--- config.mk ---
export PLATFORM = sky130hd
export DESIGN_NAME = otp_byte_store
export DESIGN_NICKNAME = d
export VERILOG_FILES = /design/src/rtl/otp_store_pkg.sv /design/src/rtl/otp_mode_decode.sv /design/src/rtl/otp_prog_ctrl.sv /design/src/rtl/otp_byte_array.sv /design/src/rtl/otp_out_stage.sv /design/src/rtl/otp_byte_store.sv
export SDC_FILE = /design/constraint.sdc
export NUM_CORES = 2
export LEC_CHECK = 0
export CAP_MARGIN = 20
export CELL_PAD_IN_SITES_DETAIL_PLACEMENT = 0
export CELL_PAD_IN_SITES_GLOBAL_PLACEMENT = 1
export CORE_AREA = 10 10 394 396
export CTS_CLUSTER_SIZE = 10
export DETAILED_ROUTE_END_ITERATION = 8
export DIE_AREA = 0 0 404 406
export PLACE_DENSITY = 0.75
export SLEW_MARGIN = 20
export SYNTH_ARGS = -nofsm -noshare
export SYNTH_HDL_FRONTEND = slang
export SYNTH_HIERARCHICAL = 1
export SYNTH_SLANG_ARGS = --single-unit
--- constraint.sdc ---
create_clock -name clk -period 12.7 [get_ports clk]
set_clock_uncertainty 0.15 [all_clocks]
set_input_delay 1.27 -clock clk [delete_from_list [all_inputs] [get_ports clk]]
set_output_delay 1.27 -clock clk [all_outputs]
set_load 0.005 [all_outputs]
--- src/rtl/otp_store_pkg.sv ---
package otp_store_pkg;

  typedef enum logic [2:0] {
    M_STANDBY = 3'd0,
    M_OFF     = 3'd1,
    M_READ    = 3'd2,
    M_IDENT   = 3'd3,
    M_PROGRAM = 3'd4,
    M_INHIBIT = 3'd5
  } op_mode_e;

  localparam logic [7:0] MAKER_CODE = 8'h29;
  localparam logic [7:0] PART_CODE  = 8'h0D;

endpackage

--- src/rtl/otp_mode_decode.sv ---
module otp_mode_decode
  import otp_store_pkg::*;
(
  input  logic     ce_n,
  input  logic     oe_n,
  input  logic     vpp_on,
  input  logic     a9_hv,
  output op_mode_e mode
);

  always_comb begin
    if (ce_n)        mode = vpp_on ? M_INHIBIT : M_STANDBY;
    else if (vpp_on) mode = M_PROGRAM;
    else if (oe_n)   mode = M_OFF;
    else if (a9_hv)  mode = M_IDENT;
    else             mode = M_READ;
  end

endmodule

--- src/rtl/otp_prog_ctrl.sv ---
module otp_prog_ctrl
  import otp_store_pkg::*;
#(
  parameter int DEPTH_W = 8,
  parameter int DATA_W  = 8
) (
  input  logic               clk,
  input  logic               rst,
  input  op_mode_e           mode,
  input  logic [DEPTH_W-1:0] addr_lo,
  input  logic [DATA_W-1:0]  din,
  input  logic [DATA_W-1:0]  old_byte,
  output logic               wr_en,
  output logic [DEPTH_W-1:0] wr_addr,
  output logic [DATA_W-1:0]  wr_data
);

  logic               pulse_q;
  logic [DEPTH_W-1:0] lat_addr_q;
  logic [DATA_W-1:0]  lat_data_q;

  always_ff @(posedge clk) begin
    if (rst) begin
      pulse_q    <= 1'b0;
      lat_addr_q <= '0;
      lat_data_q <= '1;
    end else begin
      pulse_q <= (mode == M_PROGRAM);
      if (mode == M_PROGRAM) begin
        lat_addr_q <= addr_lo;
        lat_data_q <= din;
      end
    end
  end

  // chip select has risen while programming voltage is still present
  assign wr_en   = pulse_q && (mode == M_INHIBIT);
  assign wr_addr = lat_addr_q;
  assign wr_data = old_byte & lat_data_q;

endmodule

--- src/rtl/otp_byte_array.sv ---
module otp_byte_array #(
  parameter int DEPTH_W = 8,
  parameter int DATA_W  = 8
) (
  input  logic               clk,
  input  logic [DEPTH_W-1:0] rd_addr,
  output logic [DATA_W-1:0]  rd_data,
  input  logic               wr_en,
  input  logic [DEPTH_W-1:0] wr_addr,
  input  logic [DATA_W-1:0]  wr_data
);

  localparam int DEPTH = 1 << DEPTH_W;

  logic [DATA_W-1:0] cells [DEPTH];

  initial begin
    for (int i = 0; i < DEPTH; i++) cells[i] = '1;
  end

  always_ff @(posedge clk) begin
    rd_data <= cells[rd_addr];
    if (wr_en) cells[wr_addr] <= wr_data;
  end

endmodule

--- src/rtl/otp_out_stage.sv ---
module otp_out_stage
  import otp_store_pkg::*;
#(
  parameter int DATA_W = 8
) (
  input  logic              clk,
  input  logic              rst,
  input  op_mode_e          mode,
  input  logic              sel0,
  input  logic [DATA_W-1:0] arr_byte,
  output logic [DATA_W-1:0] dout,
  output logic              dout_oe
);

  op_mode_e mode_q;
  logic     sel0_q;

  always_ff @(posedge clk) begin
    if (rst) begin
      mode_q <= M_STANDBY;
      sel0_q <= 1'b0;
    end else begin
      mode_q <= mode;
      sel0_q <= sel0;
    end
  end

  always_comb begin
    dout_oe = (mode_q == M_READ) || (mode_q == M_IDENT);
    dout    = '0;
    if (mode_q == M_IDENT)
      dout = DATA_W'(sel0_q ? PART_CODE : MAKER_CODE);
    else if (mode_q == M_READ)
      dout = arr_byte;
  end

endmodule

--- src/rtl/otp_byte_store.sv ---
module otp_byte_store
  import otp_store_pkg::*;
#(
  parameter int ADDR_W  = 16,
  parameter int DATA_W  = 8,
  parameter int DEPTH_W = 8
) (
  input  logic              clk,
  input  logic              rst,
  input  logic              ce_n,
  input  logic              oe_n,
  input  logic              vpp_on,
  input  logic              a9_hv,
  input  logic [ADDR_W-1:0] addr,
  input  logic [DATA_W-1:0] din,
  output logic [DATA_W-1:0] dout,
  output logic              dout_oe
);

  op_mode_e           mode;
  logic [DEPTH_W-1:0] addr_lo;
  logic [DATA_W-1:0]  arr_byte;
  logic               wr_en;
  logic [DEPTH_W-1:0] wr_addr;
  logic [DATA_W-1:0]  wr_data;
  logic               unused_hi;

  assign addr_lo   = addr[DEPTH_W-1:0];
  assign unused_hi = ^addr[ADDR_W-1:DEPTH_W];

  otp_mode_decode u_dec (
    .ce_n   (ce_n),
    .oe_n   (oe_n),
    .vpp_on (vpp_on),
    .a9_hv  (a9_hv),
    .mode   (mode)
  );

  otp_prog_ctrl #(.DEPTH_W(DEPTH_W), .DATA_W(DATA_W)) u_prog (
    .clk      (clk),
    .rst      (rst),
    .mode     (mode),
    .addr_lo  (addr_lo),
    .din      (din),
    .old_byte (arr_byte),
    .wr_en    (wr_en),
    .wr_addr  (wr_addr),
    .wr_data  (wr_data)
  );

  otp_byte_array #(.DEPTH_W(DEPTH_W), .DATA_W(DATA_W)) u_arr (
    .clk     (clk),
    .rd_addr (addr_lo),
    .rd_data (arr_byte),
    .wr_en   (wr_en),
    .wr_addr (wr_addr),
    .wr_data (wr_data)
  );

  otp_out_stage #(.DATA_W(DATA_W)) u_out (
    .clk      (clk),
    .rst      (rst),
    .mode     (mode),
    .sel0     (addr[0]),
    .arr_byte (arr_byte),
    .dout     (dout),
    .dout_oe  (dout_oe)
  );

endmodule

==> impl_metrics.py <==
metrics = {
    "power": {
        "sequentialPowerShare_pct": 54.4,
        "power_switching_share_pct": 21.7,
        "vdd_drop_max_uv": 110,
        "static-leakage-power_uw": 0.0273,
        "pwr-share-comb_pct": 6.6,
        "clkPwrFrac_pct": 39.0,
        "power.switching_uw": 3150,
        "internal_power_uw": 11300,
        "p_per_area_mw_per_mm2": 163,
    },
    "clocking": {
        "cts_hold_buf": 0,
        "htreeDepth": 4,
        "clk_latency_ps": 840,
        "cts_resized": 0,
        "cts_num_sinks": 2077,
        "cts_made_buffers": 226,
        "tritoncts": "built",
        "cts_buffer_depth": 3,
        "cts_setup_buffers": 0,
        "clkSlewWorstSetupHoldPaths_ps": 60,
        "cts_root_buf": "clkbuf_16",
    },
    "grt": {
        "grt-ovfl-total": 0,
        "grt_max_degree": 189,
        "grt_usage_pct": 23.1,
        "met3_usage_pct": 5.70,
        "use_met2_pct": 35.8,
        "grt_pass1_wl_um": 274000,
        "top_usage_layer": "met2",
        "grt_use_met1_pct": 32.8,
        "grt_pass1_vias": 39110,
        "antenna_found_initial": 6,
    },
    "yosys": {
        "syn_inst": 3844,
        "synth_edf_count": 2048,
        "seq_area_frac_synth_pct": 77.0,
        "avgSynthCellArea_um2": 21.0,
        "ys_warn_count": 6,
        "ys_seq_elements": 2077,
        "synth_nets": 3874,
        "yosysUniqueCellTypes": 59,
        "ys_async_sr_fraction_pct": 0,
        "syn_area_mm2": 0.0806,
        "synthFlopType": "edfxtp_1",
    },
    "critical_path": {
        "required_ps": 13240,
        "critPathKind": "input pin to flip-flop",
        "start_kind": "input pin",
        "ff2ff_setup_slack_ps": 9000,
        "worstSetupEndpointType": "flip-flop",
        "crit_fanout": 71,
        "cp.arrival_ps": 5620,
        "slowest_stage": "nor4_1",
        "cpPeakStageDelay_ps": 810,
        "critPathLaunch": "addr[0]",
        "r2r-start": "u_prog/pulse_q",
        "cp_cell_sequence": "buf_8 -> buf_4 -> buf_4 -> mux4_2 -> a21oi_1 -> a21oi_1 -> nor4_1 -> nor4_2",
    },
    "finish": {
        "drive_gt1_share_pct": 20.3,
        "final_cell_mix": "edfxtp_1 (2,048), mux4_2 (454), nor2_1 (302)",
        "nNetsFinal": 3960,
        "area_delta_synth_final_pct": 10.0,
        "final_common_cell": "edfxtp_1",
        "fillCellCount": 10310,
    },
    "timing": {
        "rsz0062_at_grt": "false",
        "min_period_ps": 5080,
        "setup_viol": 0,
        "report.final.slew_viol_count": 0,
        "finalCritPeriodShare_pct": 40.0,
        "slew_headroom_pct": 17.1,
        "max_freq_mhz": 197,
        "hold_violations": 0,
        "worst_slack_ps": 7620,
        "tightestPinTransition_ps": 1230,
        "final.setup.tns_ps": 0,
    },
    "route": {
        "vias": 38924,
        "via_per_inst": 6.58,
        "drc": 0,
        "ant_nets": 0,
        "finalWirelength_um": 189000,
        "drtIter0Drc": 4635,
        "wl_per_cell_um": 32.0,
        "dr.pass1.iters": 6,
    },
    "floorplan": {
        "num_io_pins": 39,
        "core_region_area_mm2": 0.147,
        "die_area_mm2": 0.164,
        "rows": 141,
        "die_x_um": 404,
        "start_util_pct": 54.8,
        "die_y_um": 406,
    },
    "place": {
        "portBuffers": 30,
        "place_ws_ps": 6720,
        "finalWeightedCongestion": 0.823,
        "hpwl_um": 111000,
    },
    "hold_path": {
        "worstHoldPathType": "flip-flop to flip-flop",
        "hold_start": "u_prog/lat_data_q[4]",
    },
    "flow_run": {
        "maxCapViolCount": 0,
    },
    "outcome": {
        "status": "finished, final reports clean",
    },
}
## critical path, delay by kind of cell
family,cells,cell delay [ps]
multiplexers,1,590
AND/OR/NAND/NOR,2,920
AO/OA/AOI/OAI,2,570
buffers and inverters,3,2100
## logic make-up after synthesis
logic type / share of synthesized area (%)
flops: 77.0
buf+inv: 1.88
simple gates: 3.04
compound gates: 3.39
mux: 14.6
## final timing paths
check,depth (start not counted),to
setup reg to reg,4,u_arr/cells[247][5]
hold reg to reg,2,u_prog/lat_data_q[4]
hold / removal,2,u_prog/lat_data_q[4]
setup / recovery,8,u_arr/rd_data[6]
## cells in the mapped netlist (all sizes together), types with 8 or more instances
cell type / n / area [um2]
edfxtp: 2048 / 61500
clkbuf: 112 / 420
nand4: 10 / 62.6
buf: 127 / 1080
nand3: 34 / 170
o22ai: 28 / 175
nor3: 22 / 110
a211oi: 16 / 120
and2: 18 / 113
o221ai: 47 / 418
a22oi: 133 / 998
nand2: 34 / 128
nand2b: 27 / 169
dfxtp: 29 / 581
o211ai: 10 / 75.1
nor4: 27 / 188
a221oi: 14 / 129
a21oi: 97 / 485
a22o: 8 / 70.1
nor2: 305 / 1140
nor2b: 36 / 225
o21ai: 13 / 68.8
mux2i: 151 / 1510
mux4: 456 / 10300
## final cells by class
class / instances / area, um2 / area share, %
inverter: 3 / 11.3 / 0.0127
timing repair buffer: 97 / 917 / 1.03
clock inverter: 11 / 203 / 0.229
sequential: 2077 / 62100 / 70.0
multi-input combinational: 1525 / 17100 / 19.3
tap: 1930 / 2410 / 2.72
clock buffer: 269 / 5880 / 6.63
antenna: 1 / 2.50 / 0.00282
## layer usage
| layer | wire length (um) | vias to the layer above |
|---|---|---|
| met3 | 18600 | 313 |
| met2 | 89800 | 1921 |
| li1 | - | 16119 |
| met4 | 5280 | 2 |
| met1 | 75300 | 20569 |
| met5 | 13 | - |
## sequential cells by signal, summed over array words and instances (netlist names)
register,flops
u_arr/cells,2048
u_arr/rd_data,8
u_prog/lat_data_q,8
u_prog/wr_addr,8
u_out/mode_q,3
u_out/sel0_q,1
u_prog/pulse_q,1
## power groups by stage
stage | Sequential [uW] | Clock, uW | Combinational (uW)
floorplan | 8110 | 0 | 559
global placement | 8020 | 0 | 922
detailed placement | 8030 | 0 | 954
CTS | 7890 | 5740 | 955
global route | 7880 | 6010 | 1010
finish | 7890 | 5650 | 951
## metrics by stage
| stage | cells | area, um2 | hold slack [ps] | total power, uW | util, % |
|---|---|---|---|---|---|
| CTS | 5912 | 88600 | 362 | 14600 | 60.2 |
| floorplan | 3844 | 80600 | 297 | 8670 | - |
| global route | 5912 | 88600 | 381 | 14900 | 60.2 |
| finish | 5913 | 88600 | 360 | 14500 | 60.2 |
| global placement | 5630 | 82500 | 343 | 8950 | 56.1 |
| detailed placement | 5632 | 82500 | 350 | 8980 | 56.1 |
No activity file was read; power rests on OpenSTA's default activity.
